## src/rtl/qual_pkg.sv

```systemverilog
package qual_pkg;

    typedef enum logic [1:0] {
        QM_SYNC   = 2'd0,
        QM_WIN3   = 2'd1,
        QM_WIN6   = 2'd2,
        QM_BYPASS = 2'd3
    } qmode_e;

    localparam int SYNC_DEPTH = 2;
    localparam int WIN_SHORT  = 3;
    localparam int WIN_LONG   = 6;

    // history of samples plus the qualified level of one pin
    typedef struct packed {
        logic [WIN_LONG-1:0] hist;
        logic                level;
    } qual_state_t;

    function automatic int unsigned win_len(qmode_e m);
        return (m == QM_WIN3) ? WIN_SHORT : WIN_LONG;
    endfunction

    function automatic logic [WIN_LONG-1:0] win_mask(int unsigned n);
        logic [WIN_LONG-1:0] msk;
        msk = '0;
        for (int k = 0; k < WIN_LONG; k++) begin
            if (k < int'(n)) msk[k] = 1'b1;
        end
        return msk;
    endfunction

    function automatic logic is_windowed(qmode_e m);
        return (m == QM_WIN3) || (m == QM_WIN6);
    endfunction

endpackage

```

## src/rtl/qual_period_div.sv

```systemverilog
module qual_period_div #(
    parameter int PERIOD_W = 8
) (
    input  logic                clk,
    input  logic                rst,
    input  logic [PERIOD_W-1:0] period,
    output logic                tick
);
    localparam int CNT_W = PERIOD_W + 1;

    logic [CNT_W-1:0] cnt;
    logic [CNT_W-1:0] lim;

    always_comb begin
        lim  = {period, 1'b0} - CNT_W'(1);
        tick = (period == '0) || (cnt >= lim);
    end

    always_ff @(posedge clk) begin
        if (rst) begin
            cnt <= '0;
        end else if (tick) begin
            cnt <= '0;
        end else begin
            cnt <= cnt + CNT_W'(1);
        end
    end
endmodule

```

## src/rtl/qual_sync.sv

```systemverilog
module qual_sync #(
    parameter int DEPTH = qual_pkg::SYNC_DEPTH
) (
    input  logic clk,
    input  logic rst,
    input  logic din,
    output logic dout
);
    logic [DEPTH-1:0] stage_q;

    generate
        if (DEPTH == 1) begin : g_one
            always_ff @(posedge clk) begin
                if (rst) stage_q <= '0;
                else     stage_q <= din;
            end
        end else begin : g_chain
            always_ff @(posedge clk) begin
                if (rst) stage_q <= '0;
                else     stage_q <= {stage_q[DEPTH-2:0], din};
            end
        end
    endgenerate

    assign dout = stage_q[DEPTH-1];
endmodule

```

## src/rtl/qual_pin.sv

```systemverilog
module qual_pin
    import qual_pkg::*;
(
    input  logic   clk,
    input  logic   rst,
    input  logic   tick,
    input  qmode_e mode,
    input  logic   din,
    output logic   dout
);
    logic        synced;
    qual_state_t st_q, st_n;
    logic [WIN_LONG-1:0] msk;

    qual_sync #(.DEPTH(SYNC_DEPTH)) u_sync (
        .clk  (clk),
        .rst  (rst),
        .din  (din),
        .dout (synced)
    );

    always_comb begin
        st_n = st_q;
        msk  = win_mask(win_len(mode));
        if (tick) begin
            st_n.hist = {st_q.hist[WIN_LONG-2:0], synced};
            if (is_windowed(mode)) begin
                if ((st_n.hist & msk) == msk) begin
                    st_n.level = 1'b1;
                end else if ((st_n.hist & msk) == '0) begin
                    st_n.level = 1'b0;
                end
            end
        end
    end

    always_ff @(posedge clk) begin
        if (rst) st_q <= '0;
        else     st_q <= st_n;
    end

    always_comb begin
        unique case (mode)
            QM_SYNC:   dout = synced;
            QM_WIN3,
            QM_WIN6:   dout = st_q.level;
            QM_BYPASS: dout = din;
            default:   dout = synced;
        endcase
    end
endmodule

```

## src/rtl/qual_group.sv

```systemverilog
module qual_group
    import qual_pkg::*;
#(
    parameter int NPINS    = 8,
    parameter int PERIOD_W = 8
) (
    input  logic                  clk,
    input  logic                  rst,
    input  logic [PERIOD_W-1:0]   qual_period,
    input  logic [2*NPINS-1:0]    pin_mode,
    input  logic [NPINS-1:0]      pin_in,
    output logic [NPINS-1:0]      pin_out
);
    logic samp_tick;

    qual_period_div #(.PERIOD_W(PERIOD_W)) u_div (
        .clk    (clk),
        .rst    (rst),
        .period (qual_period),
        .tick   (samp_tick)
    );

    generate
        for (genvar i = 0; i < NPINS; i++) begin : g_pin
            qual_pin u_pin (
                .clk  (clk),
                .rst  (rst),
                .tick (samp_tick),
                .mode (qmode_e'(pin_mode[2*i +: 2])),
                .din  (pin_in[i]),
                .dout (pin_out[i])
            );
        end
    endgenerate
endmodule

```

## config.mk

```make
export PLATFORM = sky130hd
export DESIGN_NAME = qual_group
export DESIGN_NICKNAME = d
export VERILOG_FILES = /design/src/rtl/qual_pkg.sv /design/src/rtl/qual_period_div.sv /design/src/rtl/qual_sync.sv /design/src/rtl/qual_pin.sv /design/src/rtl/qual_group.sv
export SDC_FILE = /design/constraint.sdc
export NUM_CORES = 1
export LEC_CHECK = 0
export CAP_MARGIN = 20
export CORE_ASPECT_RATIO = 1.25
export CORE_MARGIN = 1
export CORE_UTILIZATION = 60
export CTS_BUF_LIST = sky130_fd_sc_hd__clkbuf_4 sky130_fd_sc_hd__clkbuf_8 sky130_fd_sc_hd__clkbuf_16
export CTS_CLUSTER_SIZE = 40
export DETAILED_ROUTE_END_ITERATION = 10
export DONT_BUFFER_PORTS = 1
export PLACE_DENSITY = 0.76
export SLEW_MARGIN = 20
export SYNTH_ARGS = -nofsm -noshare
export SYNTH_HDL_FRONTEND = slang
export SYNTH_SLANG_ARGS = --single-unit
```

## constraint.sdc

```tcl
create_clock -name clk -period 5.4 [get_ports clk]
set_clock_uncertainty 0.15 [all_clocks]
set_input_delay 0.27 -clock clk [delete_from_list [all_inputs] [get_ports clk]]
set_output_delay 0.27 -clock clk [all_outputs]
set_load 0.01 [all_outputs]
```

==> results of run 1 <==
-- registers in the layout, indices dropped and copies added, names as in the netlist --
signal	cells
g_pin.u_pin.st_q	48
g_pin.u_pin.u_sync.stage_q	16
u_div.cnt	9
-- where the power goes --
group	switching (mW)	internal [mW]	leakage (nW)	total [mW]
Combinational	0.0358	0.0310	0.835	0.0668
Sequential	0.00533	0.546	0.592	0.551
Clock	0.183	0.171	0.0781	0.354
Total	0.224	0.748	1.51	0.972
-- final cells by class --
cell class | instances | area, um^2
Multi-Input combinational cell | 329 | 2220
Inverter | 18 | 67.6
Clock buffer | 11 | 139
Tap cell | 85 | 106
Sequential cell | 73 | 1460
Fill cell | 525 | 2100
Timing Repair Buffer | 12 | 130
Clock inverter | 3 | 20.0
-- cells in the final DEF, fill, tap and decap left out, drive strengths merged, types with 9 or more instances in the layout --
cell type  instances
clkbuf            11
nor2              22
inv               18
nand3             52
o21ai             49
nor2b             24
dfxtp             73
nor3              26
nor4               9
nand2             13
a21oi             41
ha                35
-- routing by layer --
layer | wire [um] | track usage (%) | up-vias | share of wire [%]
met5 | 0 | 0 | - | 0
met4 | 58 | 7.55 | 0 | 0.81
met3 | 252 | 5.01 | 4 | 3.5
met2 | 3590 | 38.6 | 63 | 50
met1 | 3250 | 28.2 | 1444 | 45
li1 | - | - | 1590 | -
-- path summary, 6_finish.rpt --
kind | endpoint | slack (ps) | cells past startpoint
setup / recovery | u_div.cnt[8] | 2290 | 9
hold reg to reg | g_pin[5].u_pin.u_sync.stage_q[1] | 290 | 1
hold / removal | g_pin[7].u_pin.st_q[0] | 40 | 2
setup reg to reg | u_div.cnt[8] | 2720 | 6
-- logic make-up (layout without fill, tap and decap cells) --
group / Yosys count / in the layout / share of synthesized area (%)
compound gates: 118 / 118 / 18.3
xor+xnor: 13 / 13 / 2.90
simple gates: 155 / 155 / 20.8
mux: 8 / 8 / 3.06
fa+ha+maj: 35 / 35 / 11.2
buf+inv: 53 / 44 / 6.51
flops: 73 / 73 / 37.3
-- per-stage QoR --
step / setup WS [ps] / utilization, % / instance area, um^2
4_1_cts: 2290 / 66.3 / 4140
3_5_place_dp: 1910 / 62.1 / 3880
3_3_place_gp: 2010 / 62.1 / 3880
6_report: 2290 / 66.3 / 4140
5_1_grt: 2060 / 66.3 / 4140
2_1_floorplan: 2500 / - / 3920
-- worst max-delay path, stage by stage --
cell and delay (ps):
or3_4 390, nor2_1 130, nor4b_1 340, xnor2_1 170, ha_1 260, a21boi_0 150
nor3_2 810, nand2_1 410, nor3_1 280
-- repair_timing --
action / 4_1_cts / 5_1_grt
hold buffers: 9 / 0
setup buffers: 0 / 0
endpoints found under the hold margin: 65 / 0
==> impl_metrics.csv, run 1 <==
group,metric,value,unit
run_status,status,"completed",
yosys,synth_top_area_share,37.3,%
placement,gp_congestion,0.733,
die,fp.dieW,74.3,um
yosys,synth.distinct_cells,33,
yosys,synth_ff_type,"dfxtp_1",
yosys,syn_nets,524,
cts,clk_latency,330,ps
sta,whs,40.0,ps
sta,worst_pin_slew,983,ps
yosys,synth_most_common_cell,"dfxtp_1",
placement,port-buffer-count,0,
final_layout,diodes,0,
cts,clock_sinks,73,
power_and_ir_drop,powerDensity,235,nW/um^2
detailed_routing,routed_wl,7150,um
yosys,ys_top_cells_by_area,"dfxtp_1 37%, ha_1 11%, nand3_1 6.6%",
grt,grtUsageTotal,22.8,%
yosys,synth.avg_cell_area,8.62,um^2
die,ios,42,
final_layout,drive_gt1_share,8.74,%
yosys,yosysTopAreaCell,"dfxtp_1",
worst_setup_path,path_max_fanout,17,
detailed_routing,avgRoutedWirePerCell,13.5,um
grt,antenna_found_initial,0,
worst_setup_path,arrival,3200,ps
yosys,synth_edf_count,0,
worst_setup_path,start_kind,"input port",
grt,grt_pass1_wl,12500,um
grt,grt_pass1_vias,2994,
final_layout,nets,512,
die,num_rows,32,
die,dieArea,6870,um^2
sta,hold_viol_final,0,
detailed_routing,viasPerCell,5.84,
cts,cts-resized-gates,0,
grt,grt_max_degree,66,
yosys,synthCells,455,
worst_setup_path,critPathRequiredTime,5490,ps
cts,cts-root-buf,"clkbuf_8",
die,initial_core_util,62.8,%
cts,cts_tree,"built",
sta,fin_setup_tns,0,ps
detailed_routing,drc,0,
yosys,ys_async_sr_fraction,0,%
detailed_routing,first_pass_iters,4,
sta,setup_viol,0,
cts,numCtsBuffers,9,
yosys,synthTopCellsByCount,"73 x dfxtp_1, 52 x nand3_1, 49 x o21ai_0",
power_and_ir_drop,power.leakage,1.51,nW
power_and_ir_drop,power,0.972,mW
worst_setup_path,path_class,"in2reg",
yosys,seq_area_frac_synth,37.3,%
detailed_routing,vias,3101,
cts,cts_buffer_depth,2,
detailed_routing,detail-route-antenna-nets,0,
grt,grt-ovfl-total,0,
yosys,yosys_warnings,0,
run,maxCapViolCount,0,
worst_setup_path,cp-end-kind,"flip-flop",
die,core_area,6250,um^2
die,die_y,92.4,um
final_layout,fin_cells,531,
yosys,synth_area,3920,um^2
sta,slew_headroom,34.1,%
detailed_routing,drt_iter0_markers,248,
min_path,min-delay-start,"rst",
yosys,synth-seq-cells,73,
sta,maxSlewViolCount,0,
sta,rsz0062_at_grt,"no",
sta,period_needed,3110,ps
worst_setup_path,rr_startpoint,"u_div.cnt[7]",
final_layout,syn_to_final_growth,5.65,%
sta,post-route-period-util,57.5,%
power_and_ir_drop,peakVddDrop,120,uV
worst_setup_path,startpoint,"qual_period[3]",
cts,clk_pin_slew,70,ps
min_path,hp-class,"in2reg",
sta,max_freq,0.322,GHz
placement,dp_cells,508,
placement,dp_hpwl,4510,um
cts,htree_levels,3,
(Power assumes the default switching activity.)
==> inputs of run 2 (changes only) <==
--- a/config.mk
+++ b/config.mk
@@ -5,6 +5,7 @@
 export SDC_FILE = /design/constraint.sdc
 export NUM_CORES = 1
 export LEC_CHECK = 0
+export ABC_AREA = 1
 export CAP_MARGIN = 20
 export CORE_ASPECT_RATIO = 1.25
 export CORE_MARGIN = 1
==> constraint.sdc (replaced) <==
create_clock -name clk -period 2.9 [get_ports clk]
set_clock_uncertainty 0.15 [all_clocks]
set_input_delay 0.145 -clock clk [delete_from_list [all_inputs] [get_ports clk]]
set_output_delay 0.145 -clock clk [all_outputs]
set_load 0.01 [all_outputs]
==> impl_metrics.csv, run 2 <==
group,metric,value,unit
run_status,status,"completed",
power_and_ir_drop,swShare,22.3,%
detailed_routing,avgRoutedWirePerCell,10.4,um
grt,top_usage_layer,"met2",
grt,use_met2,39.8,%
run,maxCapViolCount,0,
grt,grtUsageMet3,4.07,%
cts,numCtsBuffers,9,
final_layout,drive_gt1_share,4.21,%
placement,dp_hpwl,4550,um
sta,period_needed,2060,ps
die,dieArea,6790,um^2
sta,post-route-period-util,71.2,%
worst_setup_path,arrival,2170,ps
yosys,synth_edf_count,0,
final_layout,fin_cells,631,
yosys,synth_most_common_cell,"nor2_1",
sta,hold_viol_final,0,
final_layout,diodes,0,
power_and_ir_drop,peakVddDrop,247,uV
placement,port-buffer-count,0,
grt,antenna_found_initial,0,
cts,clock_sinks,73,
final_layout,multi_input_area,1940,um^2
detailed_routing,vias,3201,
grt,grt_pass1_vias,3009,
grt,grt_max_degree,57,
final_layout,largest_reg_flops,48,
detailed_routing,routed_wl,6560,um
die,num_rows,32,
sta,fin_setup_tns,0,ps
final_layout,largestRegisters,"g_pin.u_pin.st_q (48), g_pin.u_pin.u_sync.stage_q (16), u_div.cnt (9)",
yosys,syn_nets,612,
grt,grtUsageTotal,21.1,%
worst_setup_path,start_kind,"input port",
power_and_ir_drop,power.leakage,2.05,nW
grt,use_met1,22.4,%
die,die_y,91.9,um
detailed_routing,first_pass_iters,4,
power_and_ir_drop,seqPwrFrac,52.4,%
detailed_routing,drt_iter0_markers,137,
sta,slew_headroom,54.1,%
power_and_ir_drop,p_int,1.54,mW
final_layout,regMostFlops,"g_pin.u_pin.st_q",
yosys,synth-seq-cells,73,
yosys,synth.avg_cell_area,7.14,um^2
final_layout,final_cell_mix,"136 x nor2_1, 75 x inv_1, 73 x dfxtp_1",
yosys,ys_async_sr_fraction,0,%
worst_setup_path,rr_startpoint,"u_div.cnt[2]",
final_layout,final_util,66.6,%
power_and_ir_drop,p_sw,0.443,mW
power_and_ir_drop,p_clk_share,39.3,%
cts,clk_latency,330,ps
yosys,synth_area,3870,um^2
yosys,synthTopCellsByCount,"136 x nor2_1, 75 x inv_1, 73 x dfxtp_1",
cts,cts-root-buf,"clkbuf_8",
die,core_area,6210,um^2
sta,worst_pin_slew,686,ps
min_path,hp-class,"in2reg",
sta,setup_viol,0,
grt,grt-ovfl-total,0,
cts,cts_buffer_depth,2,
yosys,yosys_warnings,0,
power_and_ir_drop,comb_power_share,8.3,%
yosys,yosysTopAreaCell,"dfxtp_1",
sta,rsz0062_at_grt,"no",
die,initial_core_util,62.4,%
yosys,synthCells,543,
worst_setup_path,path_max_fanout,41,
grt,grt_pass1_wl,11400,um
yosys,ys_top_cells_by_area,"dfxtp_1 38%, nor2_1 13%, ha_1 11%",
worst_setup_path,startpoint,"qual_period[1]",
detailed_routing,drc,0,
power_and_ir_drop,powerDensity,479,nW/um^2
min_path,min-delay-start,"rst",
cts,clk_pin_slew,70,ps
worst_setup_path,path_class,"in2reg",
worst_setup_path,cp-end-kind,"flip-flop",
die,fp.dieW,73.9,um
final_layout,nets,610,
placement,dp_cells,606,
placement,gp_congestion,0.778,
yosys,synth.distinct_cells,23,
cts,cts_tree,"built",
cts,htree_levels,3,
yosys,seq_area_frac_synth,37.7,%
final_layout,fill_cells,584,
die,ios,42,
sta,maxSlewViolCount,0,
worst_setup_path,critPathRequiredTime,3010,ps
detailed_routing,detail-route-antenna-nets,0,
final_layout,syn_to_final_growth,6.68,%
yosys,synth_top_area_share,37.7,%
final_layout,seq_area,1460,um^2
detailed_routing,viasPerCell,5.07,
yosys,synth_ff_type,"dfxtp_1",
sta,max_freq,0.485,GHz
final_layout,final_common_cell,"nor2_1",
run 2: cell types whose count changed in the layout (fill, tap and decap cells not counted), sizes merged, moves of 9 or more:
cell   before  now
nor3       26    2
nor2b      24    0
nand3      52   30
inv        18   76
nand2      13   60
nor2       22  137
nor4        9    0
run 2: cell type report:
cell class	count	share of cell area, %
clock buffers	13	3.87
clock inverters	3	0.969
inverters	76	6.90
multi-input cells	369	47.0
flip-flops and latches	73	35.4
well taps	85	2.57
repair buffers	12	3.33
run 2: path summary, 6_finish.rpt:
| path | to | slack, ps | cells past startpoint |
|---|---|---|---|
| setup / recovery | u_div.cnt[8] | 840 | 13 |
| hold reg to reg | g_pin[4].u_pin.u_sync.stage_q[1] | 250 | 2 |
| hold / removal | g_pin[1].u_pin.st_q[1] | 90 | 3 |
| setup reg to reg | u_div.cnt[8] | 940 | 11 |
run 2: per-layer routing:
layer  share of wire (%)  vias up
met5                   0        -
met4                 1.3        0
met3                 3.3        8
met2                  50       54
met1                  45     1454
li1                    -     1685
run 2: power by group through the flow:
stage | clock network (mW) | registers, mW | logic [mW]
finish | 0.778 | 1.04 | 0.165
global route | 0.844 | 1.04 | 0.196
CTS | 0.803 | 1.04 | 0.168
detailed placement | 0 | 1.06 | 0.153
global placement | 0 | 1.06 | 0.145
floorplan | 0 | 1.06 | 0.143
run 2: worst max-delay path, cell delays in order:
cell     delay [ps]
nor3_1          270
nand2_1         130
nor3_1          200
xnor2_1         150
ha_1            270
nand4_1         100
o21ai_1          60
nor2_1          110
nand2_2          90
inv_2            80
buf_12          190
nand2_1         220
nor2_1          140
run 2: repair_timing:
item,4_1_cts,5_1_grt
gates resized for setup,0,0
endpoints found under the setup margin,0,0
buffers inserted,0,0
hold buffers,9,0
endpoints found under the hold margin,16,0
run 2: stage by stage:
stage | hold WS [ps] | setup slack [ps] | instance area (um^2) | total power, mW
4_1_cts | 85.4 | 812 | 4130 | 2.01
3_5_place_dp | 70.7 | 455 | 3840 | 1.21
2_1_floorplan | 102 | 773 | 3870 | 1.20
5_1_grt | 125 | 593 | 4130 | 2.08
3_3_place_gp | 68.9 | 543 | 3840 | 1.21
6_report | 91.6 | 836 | 4130 | 1.98
run 2: cells by family (layout without fill, tap and decap cells):
family / Yosys count / after routing / synth area share (%)
adders and majority gates: 35 / 35 / 11.3
AOI/OAI and AO/OA: 90 / 90 / 12.2
DFF: 73 / 73 / 37.7
and+or+nand+nor: 231 / 231 / 23.7
buffers and inverters: 101 / 104 / 12.1
xor gates and xnor gates: 13 / 13 / 2.94
